### src/rtl/tlu_pkg.sv
package tlu_pkg;
  // Strobes from control to datapath for one cycle
  typedef struct packed {
    logic lookupFire;  // accepted lookup this cycle
    logic insertFire;  // insert this cycle
    logic dataAll;     // charge every way's data read
    logic dataOne;     // charge one data read
    logic clearStats;  // zero both counters
  } tlu_strobe_t;
endpackage

### src/rtl/tlu_datapath.sv
module tlu_datapath
  import tlu_pkg::*;
#(
  parameter int WAYS   = 4,
  parameter int SETS   = 4,
  parameter int ADDR_W = 16,
  parameter int OFF_W  = 4,
  parameter int IDX_W  = 2,
  parameter int TAG_W  = 10,
  parameter int WAY_W  = 2,
  parameter int CNT_W  = 32
) (
  input  logic              clk,
  input  logic              rst_n,
  input  tlu_strobe_t       strb,
  input  logic [ADDR_W-1:0] lookupAddr,
  input  logic [ADDR_W-1:0] insertAddr,
  output logic              lookupHit,
  output logic [WAY_W-1:0]  lookupWay,
  output logic [WAY_W-1:0]  insertWay,
  output logic [CNT_W-1:0]  tagCount,
  output logic [CNT_W-1:0]  dataCount
);
  localparam logic [CNT_W:0]   WAYS_ADD = (CNT_W+1)'(WAYS);
  localparam logic [WAY_W-1:0] OLDEST   = WAY_W'(WAYS - 1);

  logic [TAG_W-1:0] tagMem   [SETS][WAYS];
  logic [WAY_W-1:0] ageMem   [SETS][WAYS];
  logic [WAYS-1:0]  validMem [SETS];

  logic [IDX_W-1:0] lkIdx, insIdx, touchIdx;
  logic [TAG_W-1:0] lkTag, insTag;
  logic [WAYS-1:0]  hitVec;
  logic [WAY_W-1:0] victimWay, touchWay;
  logic             touchEn;

  assign lkIdx  = lookupAddr[OFF_W +: IDX_W];
  assign lkTag  = lookupAddr[ADDR_W-1 -: TAG_W];
  assign insIdx = insertAddr[OFF_W +: IDX_W];
  assign insTag = insertAddr[ADDR_W-1 -: TAG_W];

  // Parallel tag compare, one comparator per way
  for (genvar w = 0; w < WAYS; w++) begin : g_cmp
    assign hitVec[w] = validMem[lkIdx][w] && (tagMem[lkIdx][w] == lkTag);
  end

  always_comb begin
    lookupWay = '0;
    for (int w = 0; w < WAYS; w++)
      if (hitVec[w]) lookupWay = WAY_W'(w);
  end
  assign lookupHit = |hitVec;

  // Victim: lowest invalid way first, otherwise the oldest way
  always_comb begin
    logic found;
    found     = 1'b0;
    victimWay = '0;
    for (int w = 0; w < WAYS; w++)
      if (!found && !validMem[insIdx][w]) begin
        victimWay = WAY_W'(w);
        found     = 1'b1;
      end
    if (!found)
      for (int w = 0; w < WAYS; w++)
        if (ageMem[insIdx][w] == OLDEST) victimWay = WAY_W'(w);
  end

  always_comb begin
    touchEn  = strb.insertFire || (strb.lookupFire && lookupHit);
    touchIdx = strb.insertFire ? insIdx : lkIdx;
    touchWay = strb.insertFire ? victimWay : lookupWay;
  end

  always_ff @(posedge clk) begin
    if (!rst_n) begin
      for (int s = 0; s < SETS; s++) begin
        validMem[s] <= '0;
        for (int w = 0; w < WAYS; w++) begin
          tagMem[s][w] <= '0;
          ageMem[s][w] <= WAY_W'(w);
        end
      end
      insertWay <= '0;
    end else begin
      if (touchEn)
        for (int w = 0; w < WAYS; w++)
          if (WAY_W'(w) == touchWay)
            ageMem[touchIdx][w] <= '0;
          else if (ageMem[touchIdx][w] < ageMem[touchIdx][touchWay])
            ageMem[touchIdx][w] <= ageMem[touchIdx][w] + 1'b1;
      if (strb.insertFire) begin
        validMem[insIdx][victimWay] <= 1'b1;
        tagMem[insIdx][victimWay]   <= insTag;
        insertWay                   <= victimWay;
      end
    end
  end

  // Saturating activity counters
  logic [CNT_W:0] tagAdd, dataAdd, tagSum, dataSum;
  always_comb begin
    tagAdd  = strb.lookupFire ? WAYS_ADD : (CNT_W+1)'(strb.insertFire);
    dataAdd = strb.dataAll ? WAYS_ADD : (CNT_W+1)'(strb.dataOne);
    tagSum  = {1'b0, tagCount} + tagAdd;
    dataSum = {1'b0, dataCount} + dataAdd;
  end

  always_ff @(posedge clk) begin
    if (!rst_n || strb.clearStats) begin
      tagCount  <= '0;
      dataCount <= '0;
    end else begin
      tagCount  <= tagSum[CNT_W]  ? '1 : tagSum[CNT_W-1:0];
      dataCount <= dataSum[CNT_W] ? '1 : dataSum[CNT_W-1:0];
    end
  end

  assert_hit_onehot_R2: assert property (@(posedge clk) disable iff (!rst_n)
    $onehot0(hitVec));
  assert_mru_touch_R8: assert property (@(posedge clk) disable iff (!rst_n)
    touchEn |=> ageMem[$past(touchIdx)][$past(touchWay)] == '0);
  assert_insert_step_R7: assert property (@(posedge clk) disable iff (!rst_n)
    (strb.insertFire && !strb.clearStats && tagCount < {CNT_W{1'b1}})
      |=> tagCount == $past(tagCount) + 1'b1);  // also R9: no WAYS charge
  assert_seq_miss_R6: assert property (@(posedge clk) disable iff (!rst_n)
    (strb.lookupFire && !strb.dataAll && !strb.dataOne && !strb.clearStats)
      |=> $stable(dataCount));
  assert_no_decrease_R10: assert property (@(posedge clk) disable iff (!rst_n)
    !strb.clearStats |=> (tagCount >= $past(tagCount) && dataCount >= $past(dataCount)));
  assert_clear_R11: assert property (@(posedge clk) disable iff (!rst_n)
    strb.clearStats |=> (tagCount == '0 && dataCount == '0));
endmodule

### src/rtl/tlu_ctrl.sv
module tlu_ctrl
  import tlu_pkg::*;
#(
  parameter int WAY_W = 2
) (
  input  logic             clk,
  input  logic             rst_n,
  input  logic             seqMode,
  input  logic             statClear,
  input  logic             lookupValid,
  input  logic             insertValid,
  input  logic             lookupHit,
  input  logic [WAY_W-1:0] lookupWay,
  output tlu_strobe_t      strb,
  output logic             respValid,
  output logic             respHit,
  output logic [WAY_W-1:0] respWay
);
  always_comb begin
    strb.insertFire = insertValid;
    strb.lookupFire = lookupValid && !insertValid;
    strb.dataAll    = strb.lookupFire && !seqMode;
    strb.dataOne    = insertValid || (strb.lookupFire && seqMode && lookupHit);
    strb.clearStats = statClear;
  end

  // Stage 1: tag compare result. Stage 2: sequential data read.
  logic             s1Valid, s1Hit, s2Valid, s2Hit;
  logic [WAY_W-1:0] s1Way, s2Way;

  always_ff @(posedge clk) begin
    if (!rst_n) begin
      s1Valid <= 1'b0; s1Hit <= 1'b0; s1Way <= '0;
      s2Valid <= 1'b0; s2Hit <= 1'b0; s2Way <= '0;
    end else begin
      s1Valid <= strb.lookupFire;
      s1Hit   <= lookupHit;
      s1Way   <= lookupWay;
      s2Valid <= s1Valid;
      s2Hit   <= s1Hit;
      s2Way   <= s1Way;
    end
  end

  assign respValid = seqMode ? s2Valid : s1Valid;
  assign respHit   = seqMode ? s2Hit   : s1Hit;
  assign respWay   = seqMode ? s2Way   : s1Way;

  assert_par_latency_R3: assert property (@(posedge clk) disable iff (!rst_n)
    (strb.lookupFire && !seqMode) |=> (respValid || seqMode));
  assert_dropped_lookup_R9: assert property (@(posedge clk) disable iff (!rst_n)
    (!lookupValid || insertValid) && !seqMode |=> (!respValid || seqMode));
endmodule

### src/rtl/tag_lookup_unit.sv
module tag_lookup_unit
  import tlu_pkg::*;
#(
  parameter int CACHE_BYTES = 256,
  parameter int BLOCK_BYTES = 16,
  parameter int WAYS        = 4,
  parameter int ADDR_W      = 16,
  parameter int CNT_W       = 32,
  localparam int SETS  = CACHE_BYTES / (BLOCK_BYTES * WAYS),
  localparam int OFF_W = $clog2(BLOCK_BYTES),
  localparam int IDX_W = $clog2(SETS),
  localparam int TAG_W = ADDR_W - IDX_W - OFF_W,
  localparam int WAY_W = $clog2(WAYS)
) (
  input  logic              clk,
  input  logic              rst_n,
  input  logic              seqMode,
  input  logic              statClear,
  input  logic              lookupValid,
  input  logic [ADDR_W-1:0] lookupAddr,
  input  logic              insertValid,
  input  logic [ADDR_W-1:0] insertAddr,
  output logic              respValid,
  output logic              respHit,
  output logic [WAY_W-1:0]  respWay,
  output logic [WAY_W-1:0]  insertWay,
  output logic [CNT_W-1:0]  tagAccessCount,
  output logic [CNT_W-1:0]  dataAccessCount
);
  // geometry legality
  if (BLOCK_BYTES < 4 || (BLOCK_BYTES & (BLOCK_BYTES - 1)) != 0) begin : g_bad_block
    $fatal(1, "block size must be a power of two of at least 4");
  end
  if (WAYS < 2 || SETS < 2 || TAG_W < 1) begin : g_bad_geom
    $fatal(1, "geometry needs at least two ways, two sets and one tag bit");
  end

  tlu_strobe_t      strb;
  logic             lookupHit;
  logic [WAY_W-1:0] lookupWay;

  tlu_ctrl #(.WAY_W(WAY_W)) ctrl_i (
    .clk(clk), .rst_n(rst_n), .seqMode(seqMode), .statClear(statClear),
    .lookupValid(lookupValid), .insertValid(insertValid),
    .lookupHit(lookupHit), .lookupWay(lookupWay), .strb(strb),
    .respValid(respValid), .respHit(respHit), .respWay(respWay)
  );

  tlu_datapath #(
    .WAYS(WAYS), .SETS(SETS), .ADDR_W(ADDR_W), .OFF_W(OFF_W),
    .IDX_W(IDX_W), .TAG_W(TAG_W), .WAY_W(WAY_W), .CNT_W(CNT_W)
  ) dp_i (
    .clk(clk), .rst_n(rst_n), .strb(strb),
    .lookupAddr(lookupAddr), .insertAddr(insertAddr),
    .lookupHit(lookupHit), .lookupWay(lookupWay), .insertWay(insertWay),
    .tagCount(tagAccessCount), .dataCount(dataAccessCount)
  );
endmodule

### config.mk
export PLATFORM = sky130hd
export DESIGN_NAME = tag_lookup_unit
export DESIGN_NICKNAME = d
export VERILOG_FILES = /design/src/rtl/tlu_pkg.sv /design/src/rtl/tlu_datapath.sv /design/src/rtl/tlu_ctrl.sv /design/src/rtl/tag_lookup_unit.sv
export SDC_FILE = /design/constraint.sdc
export NUM_CORES = 1
export LEC_CHECK = 0
export BUFFER_PORTS_ARGS = -buffer_cell sky130_fd_sc_hd__buf_2
export CORE_UTILIZATION = 50
export CTS_BUF_LIST = sky130_fd_sc_hd__clkbuf_8
export DETAILED_ROUTE_END_ITERATION = 12
export GPL_TIMING_DRIVEN = 0
export PLACE_DENSITY = 0.65
export SYNTH_ARGS = -nofsm -noshare
export SYNTH_HDL_FRONTEND = slang
export SYNTH_SLANG_ARGS = --single-unit
### constraint.sdc
create_clock -name clk -period 10.66 [get_ports clk]
set_input_delay 2.132 -clock clk [delete_from_list [all_inputs] [get_ports clk]]
set_output_delay 2.132 -clock clk [all_outputs]
set_load 0.02 [all_outputs]
==> impl_metrics.json <==
{
  "hp-start": "ctrl_i.s1Way[1]",
  "vdd_drop_max_uv": 86.3,
  "drc": 0,
  "finalSetupViolCount": 0,
  "syn_area_mm2": 0.0145,
  "cts.clk_slew.worst_paths_ps": 60,
  "vias": 10200,
  "die_h_um": 172,
  "synth_top_area_cell": "edfxtp_1",
  "cts_buffers": 49,
  "die-area_mm2": 0.0296,
  "first_pass_iters": 5,
  "synth_fp_nets": 1290,
  "portBuffers": 88,
  "cts_sinks": 282,
  "cts_max_level": 2,
  "viasPerCell": 5.64,
  "skew_ps": 19.1,
  "cts_tree": "done",
  "cp_slowest_cell": "a211oi_2",
  "reg2reg_slack_ps": 5520,
  "synth.top_cells.by_count": "edfxtp_1 (208), and2_1 (170), nor2_1 (85)",
  "p_leak_uw": 0.00611,
  "fmax_mhz": 146,
  "pre_cts_ws_ps": 3250,
  "grt_pass1_wl_mm": 56.4,
  "hold_viol_final": 0,
  "die_w_um": 172,
  "boundaryPins": 108,
  "r2r-end": "dp_i.dataCount[20]",
  "critPathBufInv": 8,
  "cp_common_cell": "nand2_1",
  "fin_crit_sh": 0.642,
  "clockRootBuffer": "clkbuf_8",
  "grt_max_degree": 13,
  "core_mm2": 0.0281,
  "worst-setup-path-type": "in2reg",
  "synth_top_area_frac": 0.432,
  "period_minus_slack_ps": 6850,
  "clk_latency_ps": 570,
  "relSlewSlack": 0.314,
  "async_reset_ff_frac": 0,
  "fin_util": 0.585,
  "ant_nets": 0,
  "hold_path_class": "reg2reg",
  "fin_nets": 1437,
  "ys.flop_type": "edfxtp_1",
  "powerDensity_mw_per_mm2": 151,
  "wirelength_mm": 37.2,
  "synth.distinct_cells": 87,
  "start_util": 0.515,
  "critPathMaxFanout": 10,
  "setup_ws_ps": 3810,
  "syn_to_final_growth_pct": 13.5,
  "crit_family": "buffers and inverters",
  "cp.arrival_ps": 7330,
  "cts_buffer_depth": 3,
  "syn_inst": 1246,
  "cts_setup_buffers": 0,
  "ys_seq_area_frac": 0.534,
  "drt_iter0_markers": 837,
  "post_cts_resized": 0,
  "status": "complete, no violations",
  "drive_gt1_frac": 0.181,
  "cap_violations": 0,
  "rsz0062_at_grt": "no",
  "wire_per_inst_um": 20.5,
  "hold_end": "ctrl_i.s2Way[1]",
  "antenna_found_initial": 0,
  "critPathLaunchType": "input pin",
  "cts_hold_buffers": 0,
  "tns_ps": 0,
  "syn_avg_cell_area_um2": 11.6,
  "ys_warn_count": 0,
  "crit_path_cell_trace": "buf_6 -> buf_6 -> buf_2 -> buf_2 -> nand3_1 -> a211oi_2 -> inv_1 -> a41oi_2 -> nand2_1 -> nand2_1 -> ha_1 -> ha_1 -> a21oi_1 -> nor2_1 -> and2_1 -> inv_1 -> nor2_1 -> nand2_1 -> or3_1 -> clkbuf_1 -> buf_1 -> a21oi_1",
  "tightestPinTransition_ps": 1000,
  "r2r.worst_path.cells": 20,
  "synthTopCellsByArea": "edfxtp_1 (43%), dfxtp_1 (10%), and2_1 (7.4%)",
  "regToRegStartpoint": "dp_i.tagMem[3][8]",
  "critPathMaxStageDelay_ps": 570,
  "holdPathStages": 1,
  "rows": 61,
  "slew_violations": 0,
  "overflow": 0,
  "worst-path-stages": 22,
  "synth_edf_count": 208,
  "endpoint_kind": "register",
  "place_hpwl_mm": 26.9,
  "yosysMostFrequentCell": "edfxtp_1",
  "grt_pass1_vias": 9930,
  "gr-usage-all-layers": 0.255,
  "place.gp.congestion": 0.859,
  "required_ps": 11150,
  "ys_ff_latch": 282
}
## power by group
group / switching, uW / internal [uW] / total [uW]
registers: 12.3 / 1210 / 1230
clock network: 453 / 545 / 998
logic: 165 / 91.3 / 257
total: 631 / 1850 / 2480
## worst max-delay path by stage
stage               slack (ps)          start                  to
floorplan                 4460  lookupAddr[4]  dp_i.dataCount[19]
global placement          3320  lookupAddr[4]  dp_i.dataCount[26]
detailed placement        3250  lookupAddr[4]  dp_i.dataCount[20]
CTS                       3810  lookupAddr[4]  dp_i.dataCount[20]
global route              3360  lookupAddr[4]  dp_i.dataCount[20]
finish                    3810  lookupAddr[4]  dp_i.dataCount[20]
## metal layers
layer  share of wire  global-route usage
met4           0.022              0.0712
met1            0.44               0.352
met5               0                   0
met3           0.067              0.0428
met2            0.47               0.416
## placed cells by master (no fill, tap or decap), drive strengths merged, types with 24 or more instances in the layout
master	instances
nand2	73
mux2i	65
dfxtp	74
clkbuf	101
nand3	35
xnor2	71
mux4	24
inv	28
a21oi	69
xor2	44
buf	122
o21ai	45
edfxtp	208
and2	170
nor2	85
clkinv	25
## area by class of cell
class	count	area, um^2
repair buffers	96	500
multi-input cells	870	6280
flip-flops and latches	282	7730
well taps	378	473
plain buffers	76	385
diodes	1	2.50
fillers	2416	11700
clock inverters	39	278
inverters	18	67.6
clock buffers	51	702
## per-stage QoR
stage	hold WS, ps	instance area, um^2	instances	power, uW
after global placement	445	15400	1712	1500
after global routing	498	16400	1810	2570
after detailed placement	449	15400	1720	1500
after floorplan	426	14500	1246	1420
after CTS	467	16400	1810	2500
final	472	16400	1811	2480
## sequential cells by signal, summed over array words and instances, names as in the netlist
signal	cells
ctrl_i.s2Hit	1
ctrl_i.s2Valid	1
ctrl_i.s1Way	2
dp_i.insertWay	2
dp_i.tagMem	160
ctrl_i.s1Hit	1
dp_i.validMem	16
ctrl_i.s1Valid	1
dp_i.dataCount	32
dp_i.tagCount	32
ctrl_i.s2Way	2
dp_i.ageMem	32
## worst register-to-register path, cell delays in order (launching register included)
cell and delay (ps):
edfxtp_1 360, mux4_2 480, xnor2_1 180, nand4_1 160, a211oi_2 590, inv_1 230, a41oi_2 320, nand2_1 90
nand2_1 90, ha_1 200, ha_1 200, a21oi_1 120, nor2_1 200, and2_1 260, inv_1 60, nor2_1 240
nand2_1 150, or3_1 410, clkbuf_1 250, buf_1 300, a21oi_1 200
## kinds of logic after synthesis
| kind of cell | share of synthesized area |
|---|---|
| and+or+nand+nor | 0.179 |
| DFF | 0.534 |
| muxes | 0.0900 |
| buffers and inverters | 0.0313 |
| adders and majority gates | 0.00588 |
| AOI/OAI and AO/OA | 0.0900 |
| xor gates and xnor gates | 0.0696 |
Power figures use the tool's default switching activity.
